[src/rtl/fsdim_pkg.sv]
package fsdim_pkg;

    localparam int DUTY_W = 12;
    localparam int HI_W   = 8;
    localparam int LO_W   = 4;
    localparam int CODE_W = 4;
    localparam int NCODES = 1 << CODE_W;
    localparam int STEPS  = 1 << DUTY_W;

    // PWM frequency in Hz for each code; non-uniform spacing
    function automatic int unsigned code_hz(input logic [CODE_W-1:0] c);
        case (c)
            4'h0: return 200;    4'h1: return 250;
            4'h2: return 300;    4'h3: return 350;
            4'h4: return 400;    4'h5: return 500;
            4'h6: return 600;    4'h7: return 800;
            4'h8: return 1000;   4'h9: return 1200;
            4'hA: return 2000;   4'hB: return 4000;
            4'hC: return 5900;   4'hD: return 7800;
            4'hE: return 9600;   default: return 20800;
        endcase
    endfunction

    // ticks per counter step, rounded, never below one
    function automatic int unsigned prescale_for(input int unsigned tick_hz,
                                                 input logic [CODE_W-1:0] c);
        int unsigned den;
        int unsigned q;
        den = code_hz(c) * STEPS;
        q   = (tick_hz + den / 2) / den;
        return (q < 1) ? 1 : q;
    endfunction

    // exponential curve: mantissa 32..63 shifted by the segment number
    function automatic logic [DUTY_W-1:0] exp_curve(input logic [HI_W-1:0] x);
        int unsigned v;
        if (x == '1) return '1;
        v = ((32'd32 + 32'(x[4:0])) << x[7:5]) - 32'd32;
        return DUTY_W'(v >> 1);
    endfunction

endpackage

[src/rtl/fsdim_gate.sv]
module fsdim_gate (
    input  logic       clk,
    input  logic       rst_n,
    input  logic       fs0_in,
    input  logic       fs1_in,
    input  logic       src_sel,
    input  logic       ch_en,
    output logic       level,
    output logic [1:0] fs_flag
);
    typedef struct packed {
        logic [1:0] flag;
    } gate_st_t;

    gate_st_t st_d, st_q;

    assign level = ch_en & (src_sel ? fs1_in : fs0_in);

    always_comb begin
        st_d      = st_q;
        st_d.flag = {fs1_in, fs0_in};
    end

    always_ff @(posedge clk) begin
        if (!rst_n) st_q <= '0;
        else        st_q <= st_d;
    end

    assign fs_flag = st_q.flag;

    p_flags_follow_r3: assert property (@(posedge clk) disable iff (!rst_n)
        rst_n |=> (fs_flag == $past({fs1_in, fs0_in})))
        else $error("R3 flag mismatch");
endmodule

[src/rtl/fsdim_duty.sv]
module fsdim_duty
    import fsdim_pkg::*;
(
    input  logic              exp_en,
    input  logic [HI_W-1:0]   duty_hi,
    input  logic [LO_W-1:0]   duty_lo,
    output logic [DUTY_W-1:0] duty
);
    logic [DUTY_W-1:0] lin_d;
    logic [DUTY_W-1:0] exp_d;

    assign lin_d = {duty_hi, duty_lo};
    assign exp_d = exp_curve(duty_hi);

    always_comb begin
        duty = exp_en ? exp_d : lin_d;
        if (exp_en && duty_hi == '1)
            p_exp_top_r5: assert (duty == '1) else $error("R5 curve top");
    end
endmodule

[src/rtl/fsdim_pwm.sv]
module fsdim_pwm
    import fsdim_pkg::*;
#(
    parameter int unsigned TICK_HZ = 85_196_800
) (
    input  logic              clk,
    input  logic              rst_n,
    input  logic              tick,
    input  logic [DUTY_W-1:0] duty_in,
    input  logic [CODE_W-1:0] code_in,
    output logic              pwm_on
);
    localparam int unsigned PRE_MAX = prescale_for(TICK_HZ, '0);
    localparam int          PRE_W   = $clog2(PRE_MAX + 1);

    typedef struct packed {
        logic [PRE_W-1:0]  pre_cnt;
        logic [PRE_W-1:0]  pre_act;
        logic [DUTY_W-1:0] cnt;
        logic [DUTY_W-1:0] duty_act;
        logic              on;
    } pwm_st_t;

    pwm_st_t st_d, st_q;
    logic [PRE_W-1:0] pre_tab [NCODES];
    logic step;

    for (genvar g = 0; g < NCODES; g++) begin : g_pre
        assign pre_tab[g] = PRE_W'(prescale_for(TICK_HZ, CODE_W'(g)));
    end

    assign step = tick && (st_q.pre_cnt == st_q.pre_act - 1'b1);

    always_comb begin
        st_d = st_q;
        if (step) begin
            st_d.pre_cnt = '0;
            st_d.cnt     = st_q.cnt + 1'b1;
            if (st_q.cnt == '1) begin
                st_d.duty_act = duty_in;
                st_d.pre_act  = pre_tab[code_in];
            end
        end else if (tick) begin
            st_d.pre_cnt = st_q.pre_cnt + 1'b1;
        end
        st_d.on = (st_d.cnt < st_d.duty_act);
    end

    always_ff @(posedge clk) begin
        if (!rst_n) begin
            st_q.pre_cnt  <= '0;
            st_q.pre_act  <= PRE_W'(1);
            st_q.cnt      <= '1;
            st_q.duty_act <= '0;
            st_q.on       <= 1'b0;
        end else begin
            st_q <= st_d;
        end
    end

    assign pwm_on = st_q.on;

    p_hold_until_wrap_r8: assert property (@(posedge clk) disable iff (!rst_n)
        (st_q.cnt != '0) |-> ($stable(st_q.duty_act) && $stable(st_q.pre_act)))
        else $error("R8 config changed mid-period");

    p_pre_in_range_r7: assert property (@(posedge clk) disable iff (!rst_n)
        (st_q.pre_cnt < st_q.pre_act) && (st_q.pre_act != '0))
        else $error("R7 prescale out of range");

    p_zero_duty_quiet_r6: assert property (@(posedge clk) disable iff (!rst_n)
        (st_q.duty_act == '0) |-> !st_q.on)
        else $error("R6 output high at zero duty");
endmodule

[src/rtl/fsdim_channel.sv]
module fsdim_channel
    import fsdim_pkg::*;
#(
    parameter int unsigned TICK_HZ = 85_196_800
) (
    input  logic              clk,
    input  logic              rst_n,
    input  logic              osc_tick,
    input  logic              fs0_in,
    input  logic              fs1_in,
    input  logic              src_sel,
    input  logic              ch_en,
    input  logic              exp_en,
    input  logic [HI_W-1:0]   duty_hi,
    input  logic [LO_W-1:0]   duty_lo,
    input  logic [CODE_W-1:0] freq_code,
    output logic              drive_on,
    output logic [1:0]        fs_flag
);
    typedef struct packed {
        logic drive;
    } top_st_t;

    top_st_t st_d, st_q;
    logic level;
    logic pwm_on;
    logic [DUTY_W-1:0] duty;

    fsdim_gate u_gate (
        .clk     (clk),
        .rst_n   (rst_n),
        .fs0_in  (fs0_in),
        .fs1_in  (fs1_in),
        .src_sel (src_sel),
        .ch_en   (ch_en),
        .level   (level),
        .fs_flag (fs_flag)
    );

    fsdim_duty u_duty (
        .exp_en  (exp_en),
        .duty_hi (duty_hi),
        .duty_lo (duty_lo),
        .duty    (duty)
    );

    fsdim_pwm #(.TICK_HZ(TICK_HZ)) u_pwm (
        .clk     (clk),
        .rst_n   (rst_n),
        .tick    (osc_tick),
        .duty_in (duty),
        .code_in (freq_code),
        .pwm_on  (pwm_on)
    );

    always_comb begin
        st_d       = st_q;
        st_d.drive = pwm_on & level;
    end

    always_ff @(posedge clk) begin
        if (!rst_n) st_q <= '0;
        else        st_q <= st_d;
    end

    assign drive_on = st_q.drive;

    p_drive_needs_enable_r2: assert property (@(posedge clk) disable iff (!rst_n)
        drive_on |-> $past(ch_en))
        else $error("R2 drive without enable");

    p_sel_route_r1: assert property (@(posedge clk) disable iff (!rst_n)
        drive_on |-> $past(src_sel ? fs1_in : fs0_in))
        else $error("R1 drive from unselected source");
endmodule

[config.mk]
export PLATFORM = sky130hd
export DESIGN_NAME = fsdim_channel
export DESIGN_NICKNAME = d
export VERILOG_FILES = /design/src/rtl/fsdim_pkg.sv /design/src/rtl/fsdim_gate.sv /design/src/rtl/fsdim_duty.sv /design/src/rtl/fsdim_pwm.sv /design/src/rtl/fsdim_channel.sv
export SDC_FILE = /design/constraint.sdc
export NUM_CORES = 1
export LEC_CHECK = 0
export BUFFER_PORTS_ARGS = -buffer_cell sky130_fd_sc_hd__buf_4
export CAP_MARGIN = 10
export CORE_MARGIN = 8
export CORE_UTILIZATION = 37
export DETAILED_ROUTE_END_ITERATION = 10
export PLACE_DENSITY = 0.56
export SYNTH_ARGS = -nofsm -noshare
export SYNTH_HDL_FRONTEND = slang
export SYNTH_HIERARCHICAL = 1
export SYNTH_SLANG_ARGS = --single-unit
[constraint.sdc]
create_clock -name clk -period 4.5 [get_ports clk]
set_input_delay 0.9 -clock clk [delete_from_list [all_inputs] [get_ports clk]]
set_output_delay 0.9 -clock clk [all_outputs]
set_load 0.03 [all_outputs]
==> out/qor.yml <==
clock_tree:
  clock_insertion_delay_worst_skew_ps: 290
  cts_tree: "done"
  cts_resized: 0
  postCtsSetupBuffers: 0
  clk_pin_slew_worst_paths_ps: 80
  cts_inserted_buffers: 5
  cts_hold_buffers: 0
  clkSinkCount: 42
  cts_root_buffer: "clkbuf_8"
  htreeDepth: 2
  clockBufferDepth: 2
global_route:
  antenna_found_initial: 0
  first_global_vias: 2571
  overflow: 0
  grt_usage: 0.130
  grt_pass1_wl_um: 12400
  grt_max_degree: 30
flow_run:
  cap_violations: 0
floorplan:
  start_util: 0.379
  core_area_sq_um: 8180
  ios: 27
  die_x_um: 108
  die_h_um: 108
  die-area_sq_um: 11600
  rows: 33
drt:
  postRouteAntennaNets: 0
  dr.pass1.iters: 5
  via_per_inst: 5.46
  met2_length_um: 3420
  first_iter_violations: 204
  route.detailed.drc: 0
  wire_per_inst_um: 14.8
  top_layer: "met4"
  via_count: 2743
  met3_length_um: 425
  met1_length_um: 3480
  finalWirelength_um: 7430
sta:
  min_period_ps: 4150
  max_slew.worst_pin.slew_ps: 859
  final_max_slew_viol_count: 0
  setup-tns-final_ps: 0
  clock.fmax_mhz: 241
  setup_viol: 0
  hold_violations: 0
  rsz0062_at_grt: "false"
  fin_skew_ps: 4.35
  fin_crit_sh: 0.923
  relSlewSlack: 0.427
worst_setup_path:
  worstSetupPathType: "input pin to flip-flop"
  crit_path_max_fanout: 15
  cp-end-kind: "flip-flop"
  worstPathRequired_ps: 4690
  cp.arrival_ps: 4340
  critPathLaunchType: "input pin"
power:
  leakage_uw: 0.00139
  switching_share: 0.443
  pwr-share-comb: 0.632
  peakVddDrop_v: 0.000255
  seqPwrFrac: 0.252
  power_density_nw_per_um2: 612
  total_power_uw: 2140
  p_int_uw: 1190
  switching_power_uw: 947
  clockPowerShare: 0.116
yosys:
  ys_seq_area_frac: 0.271
  ys.flop_type: "dfxtp_1"
  syn_area_sq_um: 3100
  yosysUniqueCellTypes: 60
  synth_edf_count: 0
  postSynthCellCount: 372
  ys_ff_latch: 42
  syn_avg_cell_area_sq_um: 8.33
  async_reset_ff_frac: 0
  syn_nets: 416
  ys_warn_count: 6
finish:
  final_nets: 440
  seqCellArea_sq_um: 841
  layout_common_cells: "dfxtp_1, nor2_1, buf_4"
  antenna_cells_inserted: 0
  final_cell_area_sq_um: 3500
  fill_cells: 851
  layout-drive-gt1-share: 0.164
  multi_input_area_sq_um: 2120
  areaGrowthSynthToFinish_pct: 12.8
place:
  hpwl_um: 5710
  port_buffers: 26
  placed_area_sq_um: 3410
  gp_congestion: 0.839
worst_hold_path:
  hold_path.class: "flip-flop to flip-flop"
status:
  outcome: "finished clean"
[metrics by stage]
stage	util	setup slack, ps	instances	hold slack, ps
after floorplan	-	274	372	437
after global placement	0.417	160	494	471
after detailed placement	0.417	96.0	494	487
after CTS	0.428	401	502	505
after global routing	0.428	198	502	522
final	0.428	348	502	502
[synthesized netlist by cell type (all sizes together), types with 2 or more instances]
| master | count | area share |
|---|---|---|
| nor4b | 2 | 0.0097 |
| nor3 | 7 | 0.011 |
| a21oi | 15 | 0.024 |
| and4 | 2 | 0.0057 |
| buf | 8 | 0.017 |
| and3 | 5 | 0.010 |
| o31a | 2 | 0.0057 |
| nor2b | 6 | 0.012 |
| nand2 | 29 | 0.035 |
| inv | 13 | 0.016 |
| nor4 | 6 | 0.012 |
| mux2i | 25 | 0.085 |
| o21a | 5 | 0.012 |
| o211a | 3 | 0.012 |
| a21o | 2 | 0.0048 |
| o22ai | 3 | 0.0061 |
| nand2b | 6 | 0.012 |
| xor2 | 9 | 0.025 |
| nand4 | 11 | 0.022 |
| a211oi | 6 | 0.015 |
| o21bai | 2 | 0.0048 |
| o211ai | 3 | 0.0089 |
| nor2 | 42 | 0.051 |
| a31oi | 6 | 0.014 |
| mux2 | 5 | 0.019 |
| or3 | 5 | 0.010 |
| o21ai | 15 | 0.024 |
| nand3 | 7 | 0.011 |
| dfxtp | 42 | 0.27 |
| and2 | 3 | 0.0061 |
| or2 | 9 | 0.018 |
| clkbuf | 11 | 0.013 |
| a21boi | 2 | 0.0048 |
| o31ai | 4 | 0.0097 |
| or4 | 2 | 0.0048 |
| xnor2 | 13 | 0.037 |
| ha | 20 | 0.081 |
| o32a | 3 | 0.0097 |
[worst paths after layout]
| check | startpoint | end | slack (ps) | cells past startpoint |
|---|---|---|---|---|
| worst max-delay path | duty_hi[5] | u_pwm/pwm_on | 350 | 17 |
| worst min register to register | u_pwm/st_q[9] | u_pwm/st_q[9] | 500 | 2 |
| worst min-delay path | u_pwm/st_q[9] | u_pwm/st_q[9] | 500 | 2 |
| worst max register to register | u_pwm/st_q[25] | u_pwm/pwm_on | 620 | 18 |
[power groups by stage]
stage	Sequential, uW	Combinational (uW)	Clock [uW]
2_1_floorplan	529	1070	0
3_3_place_gp	545	1330	0
3_5_place_dp	546	1340	0
4_1_cts	539	1350	260
5_1_grt	551	1530	279
6_report	539	1350	249
[cell families after synthesis]
logic type | after synthesis | share of synthesized area
simple gates | 147 | 0.246
compound gates | 77 | 0.175
flops | 42 | 0.271
buf+inv | 32 | 0.0464
mux | 31 | 0.111
xor+xnor | 23 | 0.0694
fa+ha+maj | 20 | 0.0807
[flip-flops by register name (all words and copies together), names as in the netlist]
signal	cells
u_gate/fs_flag	2
u_pwm/st_q	38
u_pwm/pwm_on	1
drive_on	1
[layout make-up]
class                   instances  share of cell area
clock buffers                   7              0.0247
clock inverters                 1             0.00143
inverters                      13              0.0139
multi-input cells             298               0.605
flip-flops and latches         42               0.240
well taps                     105              0.0376
repair buffers                 36              0.0773
[layer usage]
metal  track usage  up-vias
met5             0        -
met4        0.0406        0
met3        0.0240       12
met2         0.202       86
met1         0.177     1252
li1              -     1393
[worst max-delay path, cell delays in order]
cell and delay (ps):
buf_4 90, buf_4 180, mux2i_1 250, mux2_2 200, nor2_1 70, a21oi_1 130, ha_1 260, inv_1 80
or4b_1 490, mux2i_1 160, a221o_1 160, o221a_2 170, mux2i_1 80, ha_1 290, nand2_1 50, or4_1 520
a32o_1 260
Note: power is estimated with default switching activity, not from simulation.
